## src/rtl/pdma_pkg.sv

```systemverilog
`timescale 1ns/1ps
package pdma_pkg;
  localparam int REG_AW = 3;

  // Register word offsets
  typedef enum logic [REG_AW-1:0] {
    RA_CTRL   = 3'd0,
    RA_NBYTES = 3'd1,
    RA_PADDR  = 3'd2,
    RA_MBASE0 = 3'd3,
    RA_MBASE1 = 3'd4,
    RA_FLAGS  = 3'd5,
    RA_REMAIN = 3'd6
  } reg_sel_e;

  // Control word bit positions
  localparam int CB_EN   = 0;
  localparam int CB_DIR  = 1;
  localparam int CB_HIE  = 2;
  localparam int CB_FIE  = 3;
  localparam int CB_DBUF = 4;

  // Flag word bit positions
  localparam int FB_HALF = 0;
  localparam int FB_FULL = 1;

  typedef struct packed {
    logic dbuf;
    logic fie;
    logic hie;
    logic dir;
    logic en;
  } ctrl_t;

  typedef enum logic [1:0] {
    BT_IDLE  = 2'd0,
    BT_READ  = 2'd1,
    BT_WRITE = 2'd2
  } beat_st_e;
endpackage

```

## src/rtl/pdma_regs.sv

```systemverilog
`timescale 1ns/1ps
module pdma_regs
  import pdma_pkg::*;
#(
  parameter int ADDR_W = 32,
  parameter int CNT_W  = 16
) (
  input  logic              clk,
  input  logic              rst_n,
  input  logic              cfg_wr,
  input  logic [REG_AW-1:0] cfg_addr,
  input  logic [31:0]       cfg_wdata,
  output logic [31:0]       cfg_rdata,
  input  logic [CNT_W-1:0]  rem,
  input  logic              cur_buf,
  input  logic              half_hit,
  input  logic              xfer_end,
  output ctrl_t             ctrl,
  output logic              en_load,
  output logic [CNT_W-1:0]  prog_cnt,
  output logic [ADDR_W-1:0] paddr,
  output logic [ADDR_W-1:0] mbase0,
  output logic [ADDR_W-1:0] mbase1,
  output logic              irq
);
  ctrl_t             ctrl_q;
  logic              half_q, full_q;
  logic [CNT_W-1:0]  prog_q;
  logic [ADDR_W-1:0] paddr_q, mbase0_q, mbase1_q;

  logic wr_ctrl, wr_flags, cfg_open;
  assign wr_ctrl  = cfg_wr && (cfg_addr == RA_CTRL);
  assign wr_flags = cfg_wr && (cfg_addr == RA_FLAGS);
  assign cfg_open = !ctrl_q.en;
  assign en_load  = wr_ctrl && cfg_wdata[CB_EN] && !ctrl_q.en;

  logic unused_wdata;
  assign unused_wdata = ^cfg_wdata;

  always_ff @(posedge clk or negedge rst_n) begin
    if (!rst_n) begin
      ctrl_q   <= '0;
      half_q   <= 1'b0;
      full_q   <= 1'b0;
      prog_q   <= '0;
      paddr_q  <= '0;
      mbase0_q <= '0;
      mbase1_q <= '0;
    end else begin
      if (wr_ctrl) begin
        ctrl_q.en   <= cfg_wdata[CB_EN];
        ctrl_q.dir  <= cfg_wdata[CB_DIR];
        ctrl_q.hie  <= cfg_wdata[CB_HIE];
        ctrl_q.fie  <= cfg_wdata[CB_FIE];
        ctrl_q.dbuf <= cfg_wdata[CB_DBUF];
      end else if (xfer_end && !ctrl_q.dbuf) begin
        ctrl_q.en <= 1'b0;
      end
      if (cfg_open && cfg_wr) begin
        if (cfg_addr == RA_NBYTES) prog_q   <= cfg_wdata[CNT_W-1:0];
        if (cfg_addr == RA_PADDR)  paddr_q  <= cfg_wdata[ADDR_W-1:0];
        if (cfg_addr == RA_MBASE0) mbase0_q <= cfg_wdata[ADDR_W-1:0];
        if (cfg_addr == RA_MBASE1) mbase1_q <= cfg_wdata[ADDR_W-1:0];
      end
      half_q <= half_hit | (half_q & ~(wr_flags & cfg_wdata[FB_HALF]));
      full_q <= xfer_end | (full_q & ~(wr_flags & cfg_wdata[FB_FULL]));
    end
  end

  always_comb begin
    case (cfg_addr)
      RA_CTRL:   cfg_rdata = 32'({cur_buf, ctrl_q.dbuf, ctrl_q.fie,
                                  ctrl_q.hie, ctrl_q.dir, ctrl_q.en});
      RA_NBYTES: cfg_rdata = 32'(prog_q);
      RA_PADDR:  cfg_rdata = 32'(paddr_q);
      RA_MBASE0: cfg_rdata = 32'(mbase0_q);
      RA_MBASE1: cfg_rdata = 32'(mbase1_q);
      RA_FLAGS:  cfg_rdata = 32'({full_q, half_q});
      RA_REMAIN: cfg_rdata = 32'(rem);
      default:   cfg_rdata = '0;
    endcase
  end

  assign ctrl     = ctrl_q;
  assign prog_cnt = prog_q;
  assign paddr    = paddr_q;
  assign mbase0   = mbase0_q;
  assign mbase1   = mbase1_q;
  assign irq      = (half_q & ctrl_q.hie) | (full_q & ctrl_q.fie);

  AST_END_DROPS_EN: assert property (@(posedge clk) disable iff (!rst_n)
    (xfer_end && !ctrl_q.dbuf && !wr_ctrl) |=> !ctrl_q.en);
  AST_FULL_LATCHES: assert property (@(posedge clk) disable iff (!rst_n)
    xfer_end |=> full_q);
  AST_HALF_W1C: assert property (@(posedge clk) disable iff (!rst_n)
    (wr_flags && cfg_wdata[FB_HALF] && !half_hit) |=> !half_q);
  AST_PADDR_LOCKED: assert property (@(posedge clk) disable iff (!rst_n)
    (ctrl_q.en && cfg_wr && cfg_addr == RA_PADDR) |=> $stable(paddr_q));
endmodule

```

## src/rtl/pdma_xfer_ctrl.sv

```systemverilog
`timescale 1ns/1ps
module pdma_xfer_ctrl #(
  parameter int ADDR_W = 32,
  parameter int CNT_W  = 16
) (
  input  logic              clk,
  input  logic              rst_n,
  input  logic              en,
  input  logic              dir,
  input  logic              dbuf,
  input  logic              en_load,
  input  logic [CNT_W-1:0]  prog_cnt,
  input  logic [ADDR_W-1:0] mbase0,
  input  logic [ADDR_W-1:0] mbase1,
  input  logic              tx_empty_req,
  input  logic              rx_full_req,
  input  logic              beat_start,
  input  logic              beat_done,
  output logic [CNT_W-1:0]  rem,
  output logic              cur_buf,
  output logic              beat_ready,
  output logic [ADDR_W-1:0] mem_addr,
  output logic              half_hit,
  output logic              xfer_end,
  output logic              eot
);
  function automatic logic [CNT_W-1:0] half_mark(input logic [CNT_W-1:0] n);
    return n >> 1;
  endfunction

  function automatic logic [ADDR_W-1:0] beat_addr(input logic [ADDR_W-1:0] base,
                                                  input logic [CNT_W-1:0]  off);
    return base + ADDR_W'(off);
  endfunction

  logic [CNT_W-1:0] pend_q, rem_q, off_q, rem_next;
  logic             buf_q, eot_q, req_hit, last;

  assign req_hit  = en && (dir ? tx_empty_req : rx_full_req);
  assign last     = (rem_q == CNT_W'(1));
  assign rem_next = rem_q - CNT_W'(1);
  assign xfer_end = beat_done && last;
  assign half_hit = beat_done && (rem_next == half_mark(prog_cnt));

  always_ff @(posedge clk or negedge rst_n) begin
    if (!rst_n) begin
      pend_q <= '0;
      rem_q  <= '0;
      off_q  <= '0;
      buf_q  <= 1'b0;
      eot_q  <= 1'b0;
    end else begin
      eot_q <= xfer_end;
      if (!en || (xfer_end && !dbuf))
        pend_q <= '0;
      else
        pend_q <= pend_q + CNT_W'(req_hit) - CNT_W'(beat_start);
      if (en_load) begin
        rem_q <= prog_cnt;
        off_q <= '0;
        buf_q <= 1'b0;
      end else if (beat_done) begin
        if (last) begin
          rem_q <= dbuf ? prog_cnt : '0;
          off_q <= '0;
          if (dbuf) buf_q <= ~buf_q;
        end else begin
          rem_q <= rem_next;
          off_q <= off_q + CNT_W'(1);
        end
      end
    end
  end

  assign rem        = rem_q;
  assign cur_buf    = buf_q;
  assign eot        = eot_q;
  assign beat_ready = en && (pend_q != '0) && (rem_q != '0);
  assign mem_addr   = beat_addr(buf_q ? mbase1 : mbase0, off_q);

  AST_REMAIN_STEP: assert property (@(posedge clk) disable iff (!rst_n)
    (beat_done && !last && !en_load) |=> rem_q == $past(rem_q) - CNT_W'(1));
  AST_NO_PEND_OVERFLOW: assert property (@(posedge clk) disable iff (!rst_n)
    (req_hit && !beat_start) |-> pend_q != '1);
  AST_EOT_SINGLE: assert property (@(posedge clk) disable iff (!rst_n)
    eot_q |=> !eot_q);
  AST_DBUF_SWAP: assert property (@(posedge clk) disable iff (!rst_n)
    (xfer_end && dbuf && !en_load) |=> (buf_q != $past(buf_q)) && rem_q == prog_cnt);
endmodule

```

## src/rtl/pdma_beat_fsm.sv

```systemverilog
`timescale 1ns/1ps
module pdma_beat_fsm
  import pdma_pkg::*;
#(
  parameter int ADDR_W = 32,
  parameter int DATA_W = 8
) (
  input  logic              clk,
  input  logic              rst_n,
  input  logic              go,
  input  logic              dir,
  input  logic [ADDR_W-1:0] paddr,
  input  logic [ADDR_W-1:0] mem_addr,
  input  logic              m_ack,
  input  logic [DATA_W-1:0] m_rdata,
  output logic              m_req,
  output logic              m_we,
  output logic [ADDR_W-1:0] m_addr,
  output logic [DATA_W-1:0] m_wdata,
  output logic              beat_start,
  output logic              beat_done
);
  beat_st_e          st_q, st_d;
  logic              dir_q;
  logic [DATA_W-1:0] data_q;

  always_comb begin
    st_d       = st_q;
    beat_start = 1'b0;
    beat_done  = 1'b0;
    m_req      = 1'b0;
    m_we       = 1'b0;
    m_addr     = '0;
    case (st_q)
      BT_IDLE: begin
        if (go) begin
          st_d       = BT_READ;
          beat_start = 1'b1;
        end
      end
      BT_READ: begin
        m_req  = 1'b1;
        m_addr = dir_q ? mem_addr : paddr;
        if (m_ack) st_d = BT_WRITE;
      end
      BT_WRITE: begin
        m_req  = 1'b1;
        m_we   = 1'b1;
        m_addr = dir_q ? paddr : mem_addr;
        if (m_ack) begin
          st_d      = BT_IDLE;
          beat_done = 1'b1;
        end
      end
      default: st_d = BT_IDLE;
    endcase
  end

  always_ff @(posedge clk or negedge rst_n) begin
    if (!rst_n) begin
      st_q   <= BT_IDLE;
      dir_q  <= 1'b0;
      data_q <= '0;
    end else begin
      st_q <= st_d;
      if (beat_start) dir_q <= dir;
      if (st_q == BT_READ && m_ack) data_q <= m_rdata;
    end
  end

  assign m_wdata = data_q;

  AST_REQ_HOLD: assert property (@(posedge clk) disable iff (!rst_n)
    (m_req && !m_ack) |=> m_req && $stable(m_addr) && $stable(m_we));
  AST_READ_FIRST: assert property (@(posedge clk) disable iff (!rst_n)
    beat_start |=> (m_req && !m_we));
  AST_GAP_AFTER_BEAT: assert property (@(posedge clk) disable iff (!rst_n)
    beat_done |=> !m_req);
endmodule

```

## src/rtl/pdma_stream.sv

```systemverilog
`timescale 1ns/1ps
module pdma_stream
  import pdma_pkg::*;
#(
  parameter int ADDR_W = 32,
  parameter int CNT_W  = 16,
  parameter int DATA_W = 8
) (
  input  logic              clk,
  input  logic              rst_n,
  input  logic              cfg_wr,
  input  logic [2:0]        cfg_addr,
  input  logic [31:0]       cfg_wdata,
  output logic [31:0]       cfg_rdata,
  input  logic              tx_empty_req,
  input  logic              rx_full_req,
  output logic              xfer_end_o,
  output logic              irq,
  output logic              m_req,
  output logic              m_we,
  output logic [ADDR_W-1:0] m_addr,
  output logic [DATA_W-1:0] m_wdata,
  input  logic [DATA_W-1:0] m_rdata,
  input  logic              m_ack
);
  ctrl_t             ctrl;
  logic              en_load, cur_buf, half_hit, xfer_end, beat_ready;
  logic              beat_start, beat_done;
  logic [CNT_W-1:0]  prog_cnt, rem;
  logic [ADDR_W-1:0] paddr, mbase0, mbase1, mem_addr;

  pdma_regs #(.ADDR_W(ADDR_W), .CNT_W(CNT_W)) u_regs (
    .clk(clk), .rst_n(rst_n),
    .cfg_wr(cfg_wr), .cfg_addr(cfg_addr), .cfg_wdata(cfg_wdata), .cfg_rdata(cfg_rdata),
    .rem(rem), .cur_buf(cur_buf), .half_hit(half_hit), .xfer_end(xfer_end),
    .ctrl(ctrl), .en_load(en_load), .prog_cnt(prog_cnt),
    .paddr(paddr), .mbase0(mbase0), .mbase1(mbase1), .irq(irq)
  );

  pdma_xfer_ctrl #(.ADDR_W(ADDR_W), .CNT_W(CNT_W)) u_xfer (
    .clk(clk), .rst_n(rst_n),
    .en(ctrl.en), .dir(ctrl.dir), .dbuf(ctrl.dbuf), .en_load(en_load),
    .prog_cnt(prog_cnt), .mbase0(mbase0), .mbase1(mbase1),
    .tx_empty_req(tx_empty_req), .rx_full_req(rx_full_req),
    .beat_start(beat_start), .beat_done(beat_done),
    .rem(rem), .cur_buf(cur_buf), .beat_ready(beat_ready), .mem_addr(mem_addr),
    .half_hit(half_hit), .xfer_end(xfer_end), .eot(xfer_end_o)
  );

  pdma_beat_fsm #(.ADDR_W(ADDR_W), .DATA_W(DATA_W)) u_beat (
    .clk(clk), .rst_n(rst_n),
    .go(beat_ready), .dir(ctrl.dir), .paddr(paddr), .mem_addr(mem_addr),
    .m_ack(m_ack), .m_rdata(m_rdata),
    .m_req(m_req), .m_we(m_we), .m_addr(m_addr), .m_wdata(m_wdata),
    .beat_start(beat_start), .beat_done(beat_done)
  );

  AST_NO_BEAT_WHEN_OFF: assert property (@(posedge clk) disable iff (!rst_n)
    beat_start |-> ctrl.en);
  AST_IRQ_FOLLOWS_FLAGS: assert property (@(posedge clk) disable iff (!rst_n)
    (!ctrl.hie && !ctrl.fie) |-> !irq);
endmodule

```

## config.mk

```make
export PLATFORM = sky130hd
export DESIGN_NAME = pdma_stream
export DESIGN_NICKNAME = d
export VERILOG_FILES = /design/src/rtl/pdma_pkg.sv /design/src/rtl/pdma_regs.sv /design/src/rtl/pdma_xfer_ctrl.sv /design/src/rtl/pdma_beat_fsm.sv /design/src/rtl/pdma_stream.sv
export SDC_FILE = /design/constraint.sdc
export NUM_CORES = 1
export LEC_CHECK = 0
export ABC_AREA = 1
export CAP_MARGIN = 20
export CORE_MARGIN = 5
export CORE_UTILIZATION = 50
export DETAILED_ROUTE_END_ITERATION = 6
export GPL_TIMING_DRIVEN = 0
export PLACE_DENSITY = 0.84
export SYNTH_ARGS = -nofsm -noshare
export SYNTH_HDL_FRONTEND = slang
export SYNTH_SLANG_ARGS = --single-unit
```

## constraint.sdc

```tcl
create_clock -name clk -period 4.9 [get_ports clk]
set_clock_uncertainty 0.1 [all_clocks]
set_input_delay 0.98 -clock clk [delete_from_list [all_inputs] [get_ports clk]]
set_output_delay 0.98 -clock clk [all_outputs]
set_load 0.05 [all_outputs]
```

## Word-level counts from Yosys, hierarchy flattened

Cells that the tools add are included.

| word-level totals | value |
|---|---|
| register bits | 180 |
| input bits | 49 |

| operators by class | value |
|---|---|
| add/subtract/negate cells | 5 |
| equal/unequal tests | 13 |
| mux-type cells | 30 |
| bitwise gates (word level) | 12 |
| reductions and logical operators | 30 |

Operators with widths:

| operator | count |
|---|---|
| $pmux 32 s7 | 1 |
| $mux 16 | 8 |
| $mux 32 | 3 |
| $pmux 32 s2 | 1 |
| $add 32x16->32 | 1 |
| $reduce_bool 16->1 | 2 |
| $add 16x1->16 | 1 |
| $add 16x1->16 const B | 1 |
| $eq 16x1->1 const B | 1 |
| $eq 16x15->1 | 1 |
| $sub 16x1->16 | 1 |
| $sub 16x1->16 const B | 1 |
| $mux 1 | 13 |
| $logic_and 1x1->1 | 12 |
| $eq 3x3->1 const B | 3 |
| $reduce_and 2->1 | 4 |
| $reduce_bool 2->1 | 4 |
| $and 1x1->1 | 6 |
| $eq 3x2->1 const B | 2 |
| $mux 2 | 3 |
| $ne 2x2->1 const B | 3 |
| $pmux 2 s3 | 1 |
| $reduce_and 3->1 | 2 |
| $eq 3x1->1 const B | 1 |
| other kinds (9) | 14 |

## Depth between registers and ports, before layout

Gate-level depths: netlist of the first run.

| logic depth | value |
|---|---|
| depth after elaboration | 7 |
| depth in mapped cells | 22 |
| gate-level depth less buffers | 20 |

## By module

A second synthesis of the first run with hierarchy kept.

| second synthesis, totals | value |
|---|---|
| cells, all modules | 2024 |
| area, all modules | 13332.8 um^2 |

By module, submodules not included:

| module | instances | cells an instance | area each (um^2) | seq. area each (um^2) |
|---|---|---|---|---|
| pdma_xfer_ctrl | 1 | 939 | 5831.8 | 1251.2 |
| pdma_regs | 1 | 709 | 5619.1 | 2977.9 |
| pdma_beat_fsm | 1 | 376 | 1881.8 | 275.3 |

## Least setup slack after synthesis of the first run

No wires, ideal clock.

| timing | value |
|---|---|
| kind | reg-to-output |
| start | reg u_xfer.buf_q, in the netlist u_xfer.cur_buf |
| end | out m_addr[26] |
| arrival | 3.292 ns |
| data required time | 3.820 ns |
| setup slack | 0.528 ns |
| stages on the path, launching flop included | 21 |
| cell sequence | dfrtp_1 buf_6 buf_2 buf_2 clkbuf_1 nand2_1 o21ai_0 ha_1 inv_1 fa_1 inv_1 nand4_1 nand2_1 nand2_1 nand2_1 nand2_1 nand2_1 nand3_1 nand2_1 nand2_1 a21oi_1 |

| between the ends | value |
|---|---|
| word-level cells in the longest chain between the ends | 4 |
| elaborated cells between the ends (all ways) | 5 |

Ends and longest elaborated chain:

| what | RTL line | RTL |
|---|---|---|
| from (decl) | pdma_xfer_ctrl.sv:37 | `logic buf_q, eot_q, req_hit, last;` |
| from (signal assigned) | pdma_xfer_ctrl.sv:66 | `if (dbuf) buf_q <= ~buf_q;` |
| $mux 32 * | pdma_xfer_ctrl.sv:79 | `assign mem_addr = beat_addr(buf_q ? mbase1 : mbase0, off_q);` |
| $add 32x16->32 * | pdma_xfer_ctrl.sv:33 | `return base + ADDR_W'(off);` |
| $mux 32 (on tied branches) | pdma_beat_fsm.sv:49, pdma_beat_fsm.sv:43 |  |
| $pmux 32 s2 * | pdma_beat_fsm.sv:34 | `case (st_q)` |
| to (decl) | pdma_stream.sv:21 | `output logic [ADDR_W-1:0] m_addr,` |

Every way passes the cells marked *; elsewhere a longest branch is shown, timed or not.

## Worst setup path after layout of the first run

| timing | value |
|---|---|
| start | in cfg_addr[0] |
| end | out cfg_rdata[16] |

| between the ends | value |
|---|---|
| word-level cells in the longest chain between the ends | 2 |
| elaborated cells between the ends (all ways) | 8 |

Ends and longest elaborated chain:

| what | RTL line | RTL |
|---|---|---|
| from (decl) | pdma_stream.sv:12 | `input logic [2:0] cfg_addr,` |
| $eq 3x3->1, or another cell as far along | pdma_regs.sv:71 | `case (cfg_addr)` |
| $pmux 32 s7 * | pdma_regs.sv:71 |  |
| to (decl) | pdma_stream.sv:14 | `output logic [31:0] cfg_rdata,` |

Marks and branches as above.

==> run summary, run 1 <==
Final Util: 60.1%
Worst Setup Start Kind: input port
Placer Congestion: 0.973
Post-DP HPWL: 33.0 mm
Synth Cell Area: 0.0122 mm2
period utilisation layout: 98.2%
slack of the critical path: 85.9 ps
WP data required: 3820 ps
Yosys cell types: 49
Critical path origin: cfg_addr[0]
Clock Latency Late Sink: 440 ps
Reg-to-Reg Start: u_xfer.rem[0]
pre-CTS WS: -675 ps
Yosys warning count: 0
Slew Limit Headroom: 42.6%
Pleak: 7.58 nW
hold wc startpoint: u_regs.paddr[13]
CTS root buf: clkbuf_16
R2R Setup Slk: 710 ps
Final Critical Period: 4810 ps
IO buf count: 123
vias per cell: 5.77
die area: 0.0277 mm2
area delta synth->final: 18.8%
maximum clock rate: 208 MHz
Die Wd: 166 um
Final Setup Violations: 0
starting density of the core: 50.6%
Bufs on Longest Clock Path: 2
Remaining Overflow, GRT: 0
initial DRC count: 1539
Seq/Total Area, Yosys: 36.8%
Post-Layout Cell Count: 2257
core area: 0.0242 mm2
Detail Route Antenna Nets: 0
outcome: finished clean
Yosys reg bits: 180
drt pass-1 iters: 7
final number of hold-violating endpoints: 0
vias in the first global route: 12600
Net Count, Synth: 1874
post-synthesis cell count: 1777
placed cell count: 2225
routed wire length per instance: 19.2 um
CTS tree: done
vias post-DR: 13000
Total Power: 0.00733 W
fraction of layout cells with a size suffix above 1: 7.50%
CP max FO: 9
crit end category: output port
Tot GR Track Use: 30.7%
maximum vdd ir drop: 407 uV
mean post-synth cell area: 6.88 um2
Worst-path clk slew: 70 ps
# diodes: 0
Final #Nets: 2017
HP Class: reg2reg
first-pass GRT wire length: 67.9 mm
pins over their slew limit: 0
Die Ht: 166 um
Ports: 125
total clock buffers created by CTS: 17
pin count of the biggest net entering global routing: 99
# clock sinks: 180
Post-route DRC: 0
initial antenna violation count: 0
WS Path Type: in2out
pwr dens: 504 mW/mm2
measured slew at the worst slew-check pin: 860 ps
row count: 57
CP arrival: 3730 ps
detailed-route wire length: 43.3 mm
max-cap violations: 0
H-tree depth: 4
power by group:
part | internal (W) | leakage [nW] | switching [W]
Sequential | 0.00183 | 2.24 | 0.000308
Combinational | 0.00115 | 5.06 | 0.00259
Clock | 0.000768 | 0.284 | 0.000679
Total | 0.00375 | 7.58 | 0.00358
worst max-delay path, stage by stage:
cell             delay (ps)
clkdlybuf4s50_1         710
inv_2                   110
nor3_4                  470
inv_2                   300
o221ai_1                290
clkdlybuf4s50_1         850
per-stage QoR:
step                      TNS [ps]  area (um2)  hold WS [ps]
after detailed placement    -15760       13900           373
after floorplan                  0       12200           353
after CTS                        0       14500           390
after global routing         -3.70       14500           399
final                            0       14500           386
after global placement     -883760       13900           367
layer usage:
layer  track usage [%]  vias up  wire [um]
met1              41.2     6046      17300
met3              7.78      145       4860
li1                  -     6045          -
met5                 0        -          0
met4              11.3        0       1520
met2              48.4      790      19700
repair_timing:
item	in CTS	in global routing
setup endpoints to repair	58	49
buffers inserted	0	2
gates cloned	0	0
hold buffers	0	0
pin swaps	0	2
resized for setup	124	52
final timing paths:
path	end	depth (start not counted)
worst max-delay path	cfg_rdata[16]	6
worst min-delay path	u_regs.paddr[13]	2
worst max register to register	u_xfer.pend_q[12]	20
worst min register to register	u_regs.paddr[13]	2
max in group asynchronous	u_regs.mbase0[17]	2
min in group asynchronous	u_xfer.rem[3]	1
logic make-up after synthesis:
family	synth area share, %
AO/OA/AOI/OAI	17.1
XOR/XNOR	1.47
adder cells (fa/ha/maj)	5.03
buffers and inverters	11.3
flip-flops	36.8
multiplexers	0.737
AND/OR/NAND/NOR	27.5
synthesized netlist by cell type, drive strengths merged:
cell,number,share of area (%)
a21o,2,0.12
a21oi,98,4.0
a221oi,13,0.93
a22o,1,0.072
a22oi,13,0.80
a31oi,3,0.15
and2,1,0.051
buf,17,0.89
clkbuf,40,1.2
clkinv,2,0.061
dfrtp,180,37
fa,2,0.33
ha,46,4.7
inv,295,9.1
mux2,8,0.74
nand2,528,16
nand3,97,4.0
nand3b,18,1.1
nand4,14,0.77
nor2,113,3.6
nor3,17,1.1
nor4,4,0.26
o2111ai,2,0.14
o211ai,9,0.55
o21a,4,0.25
o21ai,196,8.1
o21bai,2,0.12
o221ai,17,1.2
o22ai,11,0.56
o311ai,1,0.072
or2,4,0.20
xnor2,4,0.29
xnor3,1,0.18
xor2,14,1.0
final cells by class:
type	count	area (um2)
plain buffers	55	284
multi-input cells	1243	6390
well taps	324	405
clock inverters	15	176
fillers	2179	9650
repair buffers	126	1220
clock buffers	17	425
inverters	297	1120
flip-flops and latches	180	4500
registers in the layout, summed over array words and instances (netlist names):
signal           count
u_beat.dir_q         1
u_beat.m_wdata       8
u_beat.st_q          2
u_regs.ctrl          5
u_regs.full_q        1
u_regs.half_q        1
u_regs.mbase0       32
u_regs.mbase1       32
u_regs.paddr        32
u_regs.prog_cnt     16
u_xfer.cur_buf       1
u_xfer.eot           1
u_xfer.off_q        16
u_xfer.pend_q       16
u_xfer.rem          16
cells in the final DEF (no fill, tap or decap), types with 4 or more instances in the layout:
cell,synthesis,routed
a21oi_1,97,96
a221oi_1,13,13
a22oi_1,13,13
buf_2,12,19
buf_4,0,4
buf_6,4,5
clkbuf_1,40,31
clkbuf_16,0,17
clkbuf_2,0,10
clkdlybuf4s15_2,0,6
clkdlybuf4s50_1,0,66
clkinvlp_4,0,4
dfrtp_1,180,180
dlygate4sd2_1,0,20
dlymetal6s2s_1,0,10
ha_1,46,45
inv_1,284,284
inv_2,10,10
mux2_2,8,8
nand2_1,518,513
nand2_2,9,14
nand3_1,97,96
nand3b_1,18,18
nand4_1,13,13
nor2_1,109,108
nor2_2,3,4
nor3_1,10,10
nor3_4,3,4
o211ai_1,9,9
o21a_1,4,4
o21ai_0,146,146
o21ai_1,47,47
o221ai_1,17,17
o22ai_1,11,11
or2_2,4,4
xnor2_1,4,4
xor2_1,14,13
No activity file was read; power rests on OpenSTA's default activity.
==> run 2, diff against run 1 <==
CORE_MARGIN = not set   (was 5)
PLACE_DENSITY = 0.8   (was 0.84)
==> run summary, run 2 (synthesized netlist as in run 1, its figures left out) <==
outcome: finished with violations
failing checks: DRC
max-cap violations: 0
area delta synth->final: 18.1%
GR Layer Usage met1: 48.2%
Total Power: 0.00726 W
fraction of layout cells with a size suffix above 1: 7.09%
starting density of the core: 51.5%
CTS tree: done
final hold slack: 342 ps
vias in the first global route: 12000
maximum vdd ir drop: 461 uV
# diodes: 0
measured slew at the worst slew-check pin: 733 ps
Post-route DRC: 12
HP Class: in2async
Detail Route Antenna Nets: 0
Pleak: 7.54 nW
most used routing layer: met2
Final #Nets: 2016
Fillers: 2281
net switching fraction of the power: 49.2%
DP Area: 0.0139 mm2
Worst-path clk slew: 80 ps
Worst Setup Start Kind: input port
Ports: 125
maximum clock rate: 208 MHz
WP data required: 3820 ps
CP arrival: 3740 ps
most common cell after layout, fill and taps aside: nand2_1
Final Util: 60.8%
sequential share of power: 29.4%
commonest non-fill, non-tap cells in the layout: nand2_1 (516), inv_1 (284), dfrtp_1 (180)
initial DRC count: 1443
Final Setup Violations: 0
Post-DP HPWL: 32.8 mm
# clock sinks: 180
clock network fraction of design power: 19.5%
Slew Limit Headroom: 51.1%
Post-Layout Cell Count: 2251
Final Critical Period: 4820 ps
IO buf count: 123
CTS root buf: clkbuf_16
pwr dens: 503 mW/mm2
met2 usage: 54.3%
Remaining Overflow, GRT: 0
placed cell count: 2220
first-pass GRT wire length: 65.5 mm
period utilisation layout: 98.3%
core area: 0.0238 mm2
routed wire length per instance: 19.0 um
Tot GR Track Use: 35.2%
Placer Congestion: 1.00
WS Path Type: in2out
total clock buffers created by CTS: 17
detailed-route wire length: 42.8 mm
CP max FO: 10
sw power: 0.00357 W
Clock Latency Late Sink: 450 ps
Global Route met3 Usage: 7.35%
Die Wd: 158 um
Die Ht: 158 um
final number of hold-violating endpoints: 0
FF-to-FF path depth: 20
H-tree depth: 4
Internal: 0.00369 W
initial antenna violation count: 0
pin count of the biggest net entering global routing: 123
die area: 0.0251 mm2
row count: 56
drt pass-1 iters: 7
Bufs on Longest Clock Path: 2
vias post-DR: 12800
crit end category: output port
fin area: 0.0144 mm2
vias per cell: 5.68
Comb power frac: 51.1%
pins over their slew limit: 0
run 2: worst paths after layout:
| path | start | end | slack (ps) |
|---|---|---|---|
| setup / recovery | cfg_addr[1] | cfg_rdata[2] | 80 |
| hold / removal | rst_n | u_regs.prog_cnt[4] | 340 |
| setup reg to reg | u_xfer.rem[0] | u_xfer.pend_q[12] | 650 |
| hold reg to reg | u_regs.paddr[13] | u_regs.paddr[13] | 390 |
| max in group asynchronous | rst_n | u_regs.mbase0[18] | 3360 |
| min in group clk | u_regs.paddr[13] | u_regs.paddr[13] | 390 |
run 2: per-stage QoR:
step,setup WS [ps],setup TNS [ps]
finish,82.2,0
global route,-0.727,-0.727
CTS,5.42,0
detailed placement,-579,-14870
global placement,-4840,-880520
floorplan,528,0
run 2: cell type report:
class	instances	area [um2]	share of cell area, %
buffer	54	273	1.89
clock buffer	21	480	3.33
clock inverter	11	109	0.754
inverter	297	1120	7.74
multi-input combinational	1243	6370	44.1
sequential	180	4500	31.2
tap	319	399	2.76
timing repair buffer	126	1190	8.23
run 2: metal layers:
layer / share of wire, % / vias to the layer above
met5: 0 / -
met4: 3.3 / 0
met3: 11 / 95
met2: 44 / 728
met1: 42 / 5930
li1: - / 6025
run 2: repair_timing:
action | CTS | global route
endpoints found under the hold margin | 0 | 0
setup endpoints to repair | 61 | 41
buffers inserted | 2 | 0
cloned | 0 | 0
pin swaps | 1 | 0
hold buffers | 0 | 0
gates resized for setup | 86 | 58
run 2: power by group through the flow:
stage	clock (W)	combinational, W	sequential, W
finish	0.00141	0.00371	0.00213
global route	0.00146	0.00406	0.00217
CTS	0.00141	0.00368	0.00212
detailed placement	0	0.00373	0.00214
global placement	0	0.00366	0.00213
floorplan	0	0.00249	0.00217
run 2: critical path, cell delays in order:
cell	delay, ps
clkdlybuf4s50_1	640
inv_2	140
nor3_4	400
inv_1	190
buf_2	250
o21ai_1	140
a221oi_1	60
nand3_1	130
clkdlybuf4s50_1	820
==> run 3, diff against run 2 <==
clock period = 5.9 ns   (was 4.9 ns; I/O delays follow)
==> run summary, run 3 (synthesized netlist as in run 1, its figures left out) <==
outcome: finished with violations
failing checks: DRC
maximum clock rate: 173 MHz
# clock sinks: 180
commonest non-fill, non-tap cells in the layout: nand2_1 (518), inv_1 (284), dfrtp_1 (180)
WP data required: 4620 ps
drt pass-1 iters: 7
placed cell count: 2220
period utilisation layout: 98.0%
CTS tree: done
# diodes: 0
Die Ht: 158 um
core area: 0.0238 mm2
Fillers: 2276
initial antenna violation count: 0
Final Critical Period: 5780 ps
initial DRC count: 1382
Final Setup Violations: 0
Final Util: 61.1%
vias per cell: 5.69
vias in the first global route: 12000
routed wire length per instance: 19.0 um
Post-CTS Setup Bufs: 0
Pleak: 7.62 nW
measured slew at the worst slew-check pin: 955 ps
CTS root buf: clkbuf_16
FF-to-FF path depth: 20
Setup TNS: 0 ps
pins over their slew limit: 0
Bufs on Longest Clock Path: 2
most common cell after layout, fill and taps aside: nand2_1
Post-Layout Cell Count: 2252
row count: 56
H-tree depth: 4
Ports: 125
Reg area: 0.00450 mm2
# hold bufs at CTS: 0
Slew Limit Headroom: 36.4%
max-cap violations: 0
Worst-path clk slew: 70 ps
crit end category: output port
maximum vdd ir drop: 382 uV
fraction of layout cells with a size suffix above 1: 5.54%
WS Path Type: in2out
Post-DP HPWL: 32.8 mm
detailed-route wire length: 42.9 mm
CP arrival: 4500 ps
Placer Congestion: 1.00
IO buf count: 123
first-pass GRT wire length: 65.5 mm
HP Class: reg2reg
routed wl met3: 4.43 mm
Die Wd: 158 um
multi-input logic area: 0.00635 mm2
vias post-DR: 12800
Post-route DRC: 1
pwr dens: 419 mW/mm2
die area: 0.0251 mm2
met1 wire length: 18.1 mm
final number of hold-violating endpoints: 0
RSZ-0062 raised after global routing: no
met2 WL: 19.0 mm
Top Metal Used: met4
area delta synth->final: 18.6%
Clock Latency Late Sink: 450 ps
Detail Route Antenna Nets: 0
Tot GR Track Use: 35.2%
hold depth: 2
Total Power: 0.00608 W
total clock buffers created by CTS: 17
Final #Nets: 2017
fin area: 0.0145 mm2
DP Area: 0.0139 mm2
CP max FO: 10
Remaining Overflow, GRT: 0
Worst Setup Start Kind: input port
starting density of the core: 51.5%
pin count of the biggest net entering global routing: 123
## run 3: cell count changes in the layout (fill, tap and decap cells not counted), moves of 7 or more
cell             delta
dlygate4sd2_1      -20
clkbuf_1            +8
dlymetal6s2s_1     +12
buf_2               -7
clkdlybuf4s50_1    +26
clkbuf_2            -9
## run 3: what timing repair did
action / in CTS / in global routing
gates resized for setup: 6 / 31
pin swaps: 0 / 0
cloned: 0 / 0
endpoints found under the setup margin: 16 / 26
## run 3: final timing paths
check / slack [ps] / start / end
max in group asynchronous: 4170 / rst_n / u_regs.mbase0[17]
max: 120 / cfg_addr[1] / cfg_rdata[6]
min in group asynchronous: 530 / rst_n / u_regs.prog_cnt[4]
max reg2reg: 1660 / u_xfer.rem[0] / u_xfer.pend_q[12]
min: 390 / u_regs.paddr[13] / u_regs.paddr[13]
min reg2reg: 390 / u_regs.paddr[13] / u_regs.paddr[13]
## run 3: through the flow
step	setup slack, ps	hold slack [ps]
floorplan	1330	353
CTS	42.3	390
detailed placement	221	373
finish	116	386
global route	32.7	402
global placement	-4040	366
## run 3: layout make-up
class | count | area share [%]
multi-input combinational | 1243 | 43.8
clock buffer | 21 | 3.31
tap | 319 | 2.75
clock inverter | 11 | 0.750
sequential | 180 | 31.0
inverter | 297 | 7.70
timing repair buffer | 124 | 8.87
buffer | 57 | 1.80
## run 3: power breakdown
group	switching (W)	internal [W]	leakage [nW]
Clock	0.000571	0.000604	0.292
Sequential	0.000254	0.00152	2.24
Combinational	0.00214	0.000989	5.09
## run 3: routing by layer
layer  global-route usage (%)  vias up
met5                        0        -
met4                     14.1        0
met3                     7.32       90
met2                     53.8      673
met1                     48.5     6017
li1                         -     6028
## run 3: worst max-delay path: stages
cell and delay (ps):
clkdlybuf4s50_1 640, inv_2 120, nor3_4 550, clkbuf_1 750, a221oi_1 220, o221ai_1 170
clkdlybuf4s50_1 860
